==> src/rtl/pwm_chan_pkg.sv <==
package pwm_chan_pkg;
  localparam int DEF_CNT_W   = 16;
  localparam int DEF_PRE_W   = 4;
  localparam int DEF_PRE_MAX = 10;

  typedef enum logic {
    TGT_DUTY   = 1'b0,
    TGT_PERIOD = 1'b1
  } upd_tgt_e;
endpackage

==> src/rtl/pwm_tick_gen.sv <==
module pwm_tick_gen #(
  parameter int PRE_W   = pwm_chan_pkg::DEF_PRE_W,
  parameter int PRE_MAX = pwm_chan_pkg::DEF_PRE_MAX
) (
  input  logic             clk,
  input  logic             rst,
  input  logic             run,
  input  logic [PRE_W-1:0] pre_sel,
  output logic             tick
);
  logic [PRE_MAX-1:0] div_q;
  logic [PRE_MAX-1:0] mask;

  // Low pre_sel bits of the divider must all be ones for a tick.
  for (genvar i = 0; i < PRE_MAX; i++) begin : g_mask
    assign mask[i] = (int'(pre_sel) > i);
  end

  always_ff @(posedge clk) begin
    if (rst || !run) div_q <= '0;
    else             div_q <= div_q + 1'b1;
  end

  assign tick = run && ((div_q & mask) == mask);
endmodule

==> src/rtl/pwm_period_core.sv <==
module pwm_period_core #(
  parameter int CNT_W = pwm_chan_pkg::DEF_CNT_W
) (
  input  logic             clk,
  input  logic             rst,
  input  logic             run,
  input  logic             stop,
  input  logic             tick,
  input  logic             invert,
  input  logic [CNT_W-1:0] duty,
  input  logic [CNT_W-1:0] period,
  output logic [CNT_W-1:0] count,
  output logic             wrap,
  output logic             wave,
  output logic             done
);
  logic [CNT_W:0] next_cnt;

  assign next_cnt = {1'b0, count} + 1'b1;
  assign wrap     = tick && (next_cnt >= {1'b0, period});

  always_ff @(posedge clk) begin
    if (rst || stop)        count <= '0;
    else if (run && tick)   count <= wrap ? '0 : next_cnt[CNT_W-1:0];
  end

  always_ff @(posedge clk) begin
    if (rst) begin
      wave <= 1'b0;
      done <= 1'b0;
    end else begin
      wave <= run ? ((count >= duty) ^ invert) : invert;
      done <= wrap;
    end
  end
endmodule

==> src/rtl/pwm_shadow_regs.sv <==
module pwm_shadow_regs
  import pwm_chan_pkg::*;
#(
  parameter int CNT_W = DEF_CNT_W
) (
  input  logic             clk,
  input  logic             rst,
  input  logic             run,
  input  logic             stop,
  input  logic             wrap,
  input  upd_tgt_e         target,
  input  logic             duty_wr,
  input  logic [CNT_W-1:0] duty_data,
  input  logic             period_wr,
  input  logic [CNT_W-1:0] period_data,
  input  logic             upd_wr,
  input  logic [CNT_W-1:0] upd_data,
  output logic [CNT_W-1:0] duty_q,
  output logic [CNT_W-1:0] period_q,
  output logic             pending
);
  logic [CNT_W-1:0] buf_duty, buf_period;
  logic             pend_duty, pend_period;
  logic             upd_duty, upd_period;

  assign upd_duty   = upd_wr && (target == TGT_DUTY);
  assign upd_period = upd_wr && (target == TGT_PERIOD);
  assign pending    = pend_duty || pend_period;

  always_ff @(posedge clk) begin
    if (rst) begin
      duty_q      <= '0;
      period_q    <= '0;
      buf_duty    <= '0;
      buf_period  <= '0;
      pend_duty   <= 1'b0;
      pend_period <= 1'b0;
    end else if (run) begin
      if (stop) begin
        pend_duty   <= 1'b0;
        pend_period <= 1'b0;
      end else if (wrap) begin
        if (upd_duty)        duty_q   <= upd_data;
        else if (pend_duty)  duty_q   <= buf_duty;
        if (upd_period)      period_q <= upd_data;
        else if (pend_period) period_q <= buf_period;
        pend_duty   <= 1'b0;
        pend_period <= 1'b0;
      end else begin
        if (upd_duty) begin
          buf_duty  <= upd_data;
          pend_duty <= 1'b1;
        end
        if (upd_period) begin
          buf_period  <= upd_data;
          pend_period <= 1'b1;
        end
      end
    end else begin
      if (duty_wr)         duty_q   <= duty_data;
      else if (upd_duty)   duty_q   <= upd_data;
      if (period_wr)       period_q <= period_data;
      else if (upd_period) period_q <= upd_data;
    end
  end
endmodule

==> src/rtl/pwm_buffered_channel.sv <==
module pwm_buffered_channel
  import pwm_chan_pkg::*;
#(
  parameter int CNT_W   = DEF_CNT_W,
  parameter int PRE_W   = DEF_PRE_W,
  parameter int PRE_MAX = DEF_PRE_MAX
) (
  input  logic             clk,
  input  logic             rst,
  input  logic             en_req,
  input  logic             dis_req,
  input  logic             cfg_wr,
  input  logic [PRE_W-1:0] cfg_prescale,
  input  logic             cfg_invert,
  input  logic             cfg_upd_period,
  input  logic             duty_wr,
  input  logic [CNT_W-1:0] duty_data,
  input  logic             period_wr,
  input  logic [CNT_W-1:0] period_data,
  input  logic             upd_wr,
  input  logic [CNT_W-1:0] upd_data,
  output logic             running,
  output logic             pwm_out,
  output logic             period_done
);
  localparam logic [PRE_W-1:0] PRE_LIMIT = PRE_W'(PRE_MAX);

  logic             run_q;
  logic             pol_q;
  logic [PRE_W-1:0] pre_q;
  upd_tgt_e         tgt_q;
  logic             tick, wrap, pend_w;
  logic [CNT_W-1:0] cnt_w, dty_w, prd_w;
  logic             stop;

  assign stop = run_q && dis_req;

  always_ff @(posedge clk) begin
    if (rst)          run_q <= 1'b0;
    else if (dis_req) run_q <= 1'b0;
    else if (en_req)  run_q <= 1'b1;
  end

  always_ff @(posedge clk) begin
    if (rst) begin
      pol_q <= 1'b0;
      pre_q <= '0;
      tgt_q <= TGT_DUTY;
    end else if (cfg_wr) begin
      pol_q <= cfg_invert;
      pre_q <= (cfg_prescale > PRE_LIMIT) ? PRE_LIMIT : cfg_prescale;
      tgt_q <= upd_tgt_e'(cfg_upd_period);
    end
  end

  pwm_tick_gen #(.PRE_W(PRE_W), .PRE_MAX(PRE_MAX)) u_tick (
    .clk(clk), .rst(rst), .run(run_q), .pre_sel(pre_q), .tick(tick)
  );

  pwm_shadow_regs #(.CNT_W(CNT_W)) u_regs (
    .clk(clk), .rst(rst), .run(run_q), .stop(stop), .wrap(wrap),
    .target(tgt_q),
    .duty_wr(duty_wr), .duty_data(duty_data),
    .period_wr(period_wr), .period_data(period_data),
    .upd_wr(upd_wr), .upd_data(upd_data),
    .duty_q(dty_w), .period_q(prd_w), .pending(pend_w)
  );

  pwm_period_core #(.CNT_W(CNT_W)) u_core (
    .clk(clk), .rst(rst), .run(run_q), .stop(stop), .tick(tick),
    .invert(pol_q), .duty(dty_w), .period(prd_w),
    .count(cnt_w), .wrap(wrap), .wave(pwm_out), .done(period_done)
  );

  assign running = run_q;
endmodule

==> config.mk <==
export PLATFORM = sky130hd
export DESIGN_NAME = pwm_buffered_channel
export DESIGN_NICKNAME = d
export VERILOG_FILES = /design/src/rtl/pwm_chan_pkg.sv /design/src/rtl/pwm_tick_gen.sv /design/src/rtl/pwm_period_core.sv /design/src/rtl/pwm_shadow_regs.sv /design/src/rtl/pwm_buffered_channel.sv
export SDC_FILE = /design/constraint.sdc
export NUM_CORES = 1
export LEC_CHECK = 0
export ABC_AREA = 1
export BUFFER_PORTS_ARGS = -buffer_cell sky130_fd_sc_hd__buf_2
export CAP_MARGIN = 20
export CELL_PAD_IN_SITES_DETAIL_PLACEMENT = 0
export CELL_PAD_IN_SITES_GLOBAL_PLACEMENT = 1
export CORE_ASPECT_RATIO = 1.4
export CORE_UTILIZATION = 42
export DETAILED_ROUTE_END_ITERATION = 10
export PLACE_DENSITY = 0.9
export SLEW_MARGIN = 20
export SYNTH_ARGS = -nofsm -noshare
export SYNTH_HDL_FRONTEND = slang
export SYNTH_HIERARCHICAL = 1
export SYNTH_SLANG_ARGS = --single-unit
==> constraint.sdc <==
create_clock -name clk -period 3.27 [get_ports clk]
set_input_delay 0.1635 -clock clk [delete_from_list [all_inputs] [get_ports clk]]
set_output_delay 0.1635 -clock clk [all_outputs]
set_load 0.01 [all_outputs]
[Word level (Yosys, flattened, before mapping)]
Index checks and enable logic that the tools add are counted.
Storage, ports and cells
  logic and storage cells: 82
  output and inout bits: 3
  bits in registers: 101
Cells by class
  reductions and logical operators: 20
  magnitude comparators: 13
  $add $sub $neg: 2
  equal/unequal tests: 5
  mux-type cells: 23
  bitwise gates (word level): 5
Operators by type and width (count)
  $mux W16: 15
  $add A16 B1 Y17 const B: 1
  $ge A17 B16 Y1: 1
  $ge A16 B16 Y1: 1
  $gt A4 B3 Y1 const B: 4
  $reduce_and A4 Y1: 4
  $gt A4 B4 Y1 const B: 3
  $reduce_bool A3 Y1: 4
  $add A10 B1 Y10 const B: 1
  $and A10 B10 Y10: 1
  $eq A10 B10 Y1: 1
  $gt A4 B1 Y1 const B: 2
  $gt A4 B2 Y1 const B: 2
  $mux W1: 7
  $logic_and A1 B1 Y1: 6
  $ne A3 B1 Y1 const B: 2
  $mux W4: 1
  $reduce_and A2 Y1: 2
  $not A1 Y1: 3
  $logic_or A1 B1 Y1: 2
  $ne A2 B1 Y1 const B: 1
  $ne A2 B2 Y1 const B: 1
  $reduce_or A2 Y1: 1
  $logic_not A1 Y1: 1
  $xor A1 B1 Y1: 1

[Longest topological paths before layout]
  depth after elaboration: 8
  mapped depth: 23

[Modules after synthesis]
Netlist, hierarchy kept.
Modules (own cells, without submodules)
  pwm_shadow_regs: seq. area each 1321.3 um^2, cells an instance 614, times used 1, area an instance 3683.5 um^2
  pwm_period_core: seq. area each 360.3 um^2, cells an instance 283, times used 1, area an instance 1878.1 um^2
  pwm_tick_gen: seq. area each 200.2 um^2, cells an instance 88, times used 1, area an instance 568.0 um^2
  pwm_buffered_channel: seq. area each 140.1 um^2, cells an instance 36, times used 1, area an instance 294.0 um^2

[Worst setup path before layout]
No wires, ideal clock.
  path kind: reg2reg
  from: register u_core.count[0]
  to: register u_regs.buf_period[1]
  required time: 3.150 ns
  arrival: 2.823 ns
  period minus slack after synthesis: 2.942 ns
  slack: 0.328 ns
  cell stages (with the launch flop): 18
  path through: dfxtp_1 ha_1 nand3_4 nor3_1 xor2_1 ha_1 a21o_1 nor2_1 nand3_1 a21oi_4 nand2_1 nand2_1 inv_1 nor2_1 nand2_1 buf_2 o21ai_1 a21oi_1
On the way
  cells in the longest elaborated chain, start to end: 5
RTL lines
  start: declaration: RTL line pwm_period_core.sv:12  | output logic [CNT_W-1:0] count,
  start signal: assignment: RTL line pwm_period_core.sv:24  | else if (run && tick) count <= wrap ? '0 : next_cnt[CNT_W-1:0];
  $add A16 B1 Y17: RTL line pwm_period_core.sv:19  | assign next_cnt = {1'b0, count} + 1'b1;
  $ge A17 B16 Y1: RTL line pwm_period_core.sv:20  | assign wrap = tick && (next_cnt >= {1'b0, period});
  $logic_and A1 B1 Y1: RTL line pwm_period_core.sv:20
  net wrap: RTL line pwm_buffered_channel.sv:32  | logic tick, wrap, pend_w;
  $not A1 Y1 (no source line)
  $reduce_and A4 Y1 (no source line)
  end signal: assignment: RTL line pwm_shadow_regs.sv:55  | buf_period <= upd_data;
  end: declaration: RTL line pwm_shadow_regs.sv:22  | logic [CNT_W-1:0] buf_duty, buf_period;
The timed path passes the listed nets, and every way through them passes these cells.
A chain may end at the register's enable or synchronous reset.

[Worst setup path after layout]
  from: register u_core.count[0]
  to: register u_regs.buf_duty[13]
On the way
  cells in the longest elaborated chain, start to end: 5
RTL lines
  $add A16 B1 Y17: RTL line pwm_period_core.sv:19
  $ge A17 B16 Y1: RTL line pwm_period_core.sv:20
  $logic_and A1 B1 Y1: RTL line pwm_period_core.sv:20
  net wrap: RTL line pwm_buffered_channel.sv:32
  $not A1 Y1 (no source line)
  $reduce_and A4 Y1 (no source line)
  end signal: assignment: RTL line pwm_shadow_regs.sv:51  | buf_duty <= upd_data;
  end: declaration: RTL line pwm_shadow_regs.sv:22
The timed path passes the listed nets, and every way through them passes these cells.

==> qor.log <==
INFO  run_status     outcome=finished clean
INFO  sta            slew_margin_rel=0.660
INFO  placement      placement.cell_area=6930µm²
INFO  hold_path      min_to=pol_q
INFO  synth          syn-cell-area=6420µm²
INFO  sta            grt_setup_unrepaired=false
INFO  sta            finalHoldViolations=0
INFO  placement      gp_routability_congestion=0.865
INFO  hold_path      holdCritPathClass=in2reg
INFO  hold_path      min_from=cfg_invert
INFO  route          post-route-drc-count=0
INFO  sta            tightest_pin_transition=0.510ns
INFO  floorplanning  top_level_ports=65
INFO  synth          syn-num-nets=1,116
INFO  layout         fin_cells=1,275
INFO  layout         final_cell_utilization_of_the_core=0.488
INFO  setup_path     r2r_setup_slack=0.27ns
INFO  setup_path     rr_worst_depth=17
INFO  floorplanning  initial_core_utilization=0.428
INFO  global_route   met1_usage=0.280
INFO  power_and_ir_drop vdd_drop_max=328µV
INFO  power_and_ir_drop total_leakage_power=3.47nW
INFO  layout         n_antenna_cell=0
INFO  sta            skew=0.00998ns
INFO  sta            drv_slew=0
INFO  floorplanning  die_height=148µm
INFO  route          wl_per_cell=13.8µm
INFO  setup_path     critical_path.reg2reg.startpoint=u_core/count[0]
INFO  sta            tns=0ns
INFO  route          vias_per_cell=4.86
INFO  global_route   met3_usage=0.0316
INFO  floorplanning  fp.dieW=106µm
INFO  layout         final_common_cell=sky130_fd_sc_hd__nand2_1
INFO  power_and_ir_drop swShare=0.302
INFO  setup_path     rr_endpoint=u_regs/buf_duty[13]
INFO  setup_path     kind_of_end_point_of_the_critical_path=register
INFO  placement      buffer_ports.inserted=64
INFO  sta            min_period_over_period=0.918
INFO  clock_tree     cts_max_level=3
INFO  power_and_ir_drop power_density=409nW/µm²
INFO  clock_tree     cts_tree=done
INFO  sta            worst_hold_slack=0.0197ns
INFO  placement      dpl_worst_slack=-0.0583ns
INFO  clock_tree     register_clock_pin_slew_on_the_reported_worst_setup_and_hold_paths=0.08ns
INFO  hold_path      min_path_cells=3
INFO  route          vias=6,197
INFO  layout         area_growth_syn_to_layout=14.0%
INFO  flow_run       max_cap_violations=0
INFO  placement      place.detailed.instances=1,255
INFO  sta            timing.final.setup_violations=0
INFO  layout         fin_area=7320µm²
INFO  global_route   grt_pass1_vias=5,571
INFO  clock_tree     worst_skew_pair_later_pin_latency=0.36ns
INFO  synth          average_footprint_of_a_synthesized_cell=6.29µm²
INFO  route          routed_wl=17.6mm
INFO  route          drtAntennaViolNets=0
INFO  setup_path     timing.critical_path.slowest_cell_delay=0.36ns
INFO  clock_tree     cts-root-to-sink-buffers=2
INFO  layout         nNetsFinal=1,174
INFO  placement      dp_hpwl=12.9mm
INFO  global_route   grt_max_degree=63
INFO  power_and_ir_drop power_frac_comb=0.173
INFO  setup_path     timing.setup.critical_path_class=reg2reg
INFO  global_route   global_route.usage.met2=0.400
INFO  global_route   grt_antenna_before_repair=0
INFO  route          drt_iter0_markers=314
INFO  sta            fin_ws=0.269ns
INFO  global_route   global_route.usage.total=0.231
INFO  clock_tree     cts_num_sinks=101
INFO  power_and_ir_drop power.internal=2.09mW
INFO  setup_path     worst_setup_path_start_kind=register
INFO  sta            maxClockFrequency=333MHz
INFO  layout         drive_above_1_share=0.136
INFO  power_and_ir_drop seqPwrFrac=0.442
INFO  route          detailedRoute.firstPassIterationCount=5
INFO  layout         most-common-layout-cells=sky130_fd_sc_hd__nand2_1, sky130_fd_sc_hd__inv_1, sky130_fd_sc_hd__nor2_1, sky130_fd_sc_hd__dfxtp_1, sky130_fd_sc_hd__nand3_1
INFO  global_route   grt_most_used_layer=met2
INFO  power_and_ir_drop switching_power=0.904mW
INFO  global_route   global_route.overflow_total=0
INFO  power_and_ir_drop totalPowerFinal=3.00mW
INFO  setup_path     worst_path_max_delay_cell=sky130_fd_sc_hd__dfxtp_2
INFO  setup_path     critical_path_peak_fanout=10
INFO  setup_path     crit_required=3.53ns
INFO  synth          yosys_warnings=6
INFO  setup_path     critical_path_arrival=3.26ns
INFO  power_and_ir_drop clock_power_share=0.385
INFO  synth          synthesis.instances=1,020
INFO  clock_tree     tritoncts.num_buffers=9
INFO  clock_tree     cts_root_buffer=sky130_fd_sc_hd__clkbuf_16
INFO  floorplanning  std_cell_rows=53
INFO  floorplanning  core_region_area=15,000µm²
INFO  floorplanning  area_enclosed_by_the_die_boundary=15,800µm²
INFO  setup_path     worstPathCellList=ha_2 > nand3_4 > nor3_1 > xor2_1 > ha_1 > a21o_1 > nor2_1 > nand3_1 > a21oi_4 > nand2_1 > nand2_1 > inv_2 > nor2_4 > nand3_4 > buf_4 > o21ai_0 > nor2_1
INFO  sta            period_minus_slack=3.00ns
INFO  global_route   grt_first_pass_wirelength=28.1mm
-- registers in the layout, indices dropped and copies added, names as in the netlist --
| signal | cells |
|---|---|
| u_core/wave | 1 |
| u_core/done | 1 |
| u_regs/buf_period | 16 |
| u_core/count | 16 |
| u_regs/pend_period | 1 |
| u_regs/duty_q | 16 |
| u_regs/period_q | 16 |
| pre_q | 4 |
| running | 1 |
| u_regs/pend_duty | 1 |
| pol_q | 1 |
| u_tick/div_q | 10 |
| tgt_q | 1 |
| u_regs/buf_duty | 16 |
-- cell type report --
class	instances	area (µm²)
clock buffer	9	225
timing repair buffer	90	559
fill	1650	7670
inverter	147	559
clock inverter	7	88.8
multi-input combinational	729	3620
tap	192	240
sequential	101	2020
-- power groups by stage --
stage / clock (mW) / combinational, mW / sequential (mW)
4_1_cts: 1.19 / 0.515 / 1.32
5_1_grt: 1.23 / 0.595 / 1.33
3_5_place_dp: 0 / 0.510 / 1.35
2_1_floorplan: 0 / 0.373 / 1.34
3_3_place_gp: 0 / 0.507 / 1.35
6_report: 1.15 / 0.519 / 1.32
-- metal layers --
metal | up-vias | wire length [µm]
li1 | 3337 | -
met1 | 2721 | 7640
met2 | 112 | 8730
met3 | 27 | 649
met4 | 0 | 561
met5 | - | 0
-- worst max-delay path by stage --
stage                         start                     to  slack [ns]
floorplan           u_core/count[0]   u_regs/buf_period[1]        0.33
global placement    u_core/count[0]    u_regs/buf_duty[14]       -0.02
detailed placement  u_core/count[0]     u_regs/buf_duty[0]       -0.06
CTS                 u_core/count[0]  u_regs/buf_period[15]        0.02
global route        u_core/count[0]  u_regs/buf_period[15]       0.009
finish              u_core/count[0]    u_regs/buf_duty[13]        0.27
-- critical path: cells and delay by family (launching register included) --
| kind | cells | cell delay, ns |
|---|---|---|
| xor gates and xnor gates | 1 | 0.25 |
| DFF | 1 | 0.36 |
| and+or+nand+nor | 9 | 1.00 |
| AOI/OAI and AO/OA | 3 | 0.50 |
| buffers and inverters | 2 | 0.27 |
| adders and majority gates | 2 | 0.51 |
-- repair_timing --
action,4_1_cts,5_1_grt
endpoints found under the hold margin,1,0
endpoints found under the setup margin,16,65
hold buffers,1,0
buffers inserted,3,0
pin swaps,1,0
resized for setup,1,13
No activity file was read; power rests on OpenSTA's default activity.
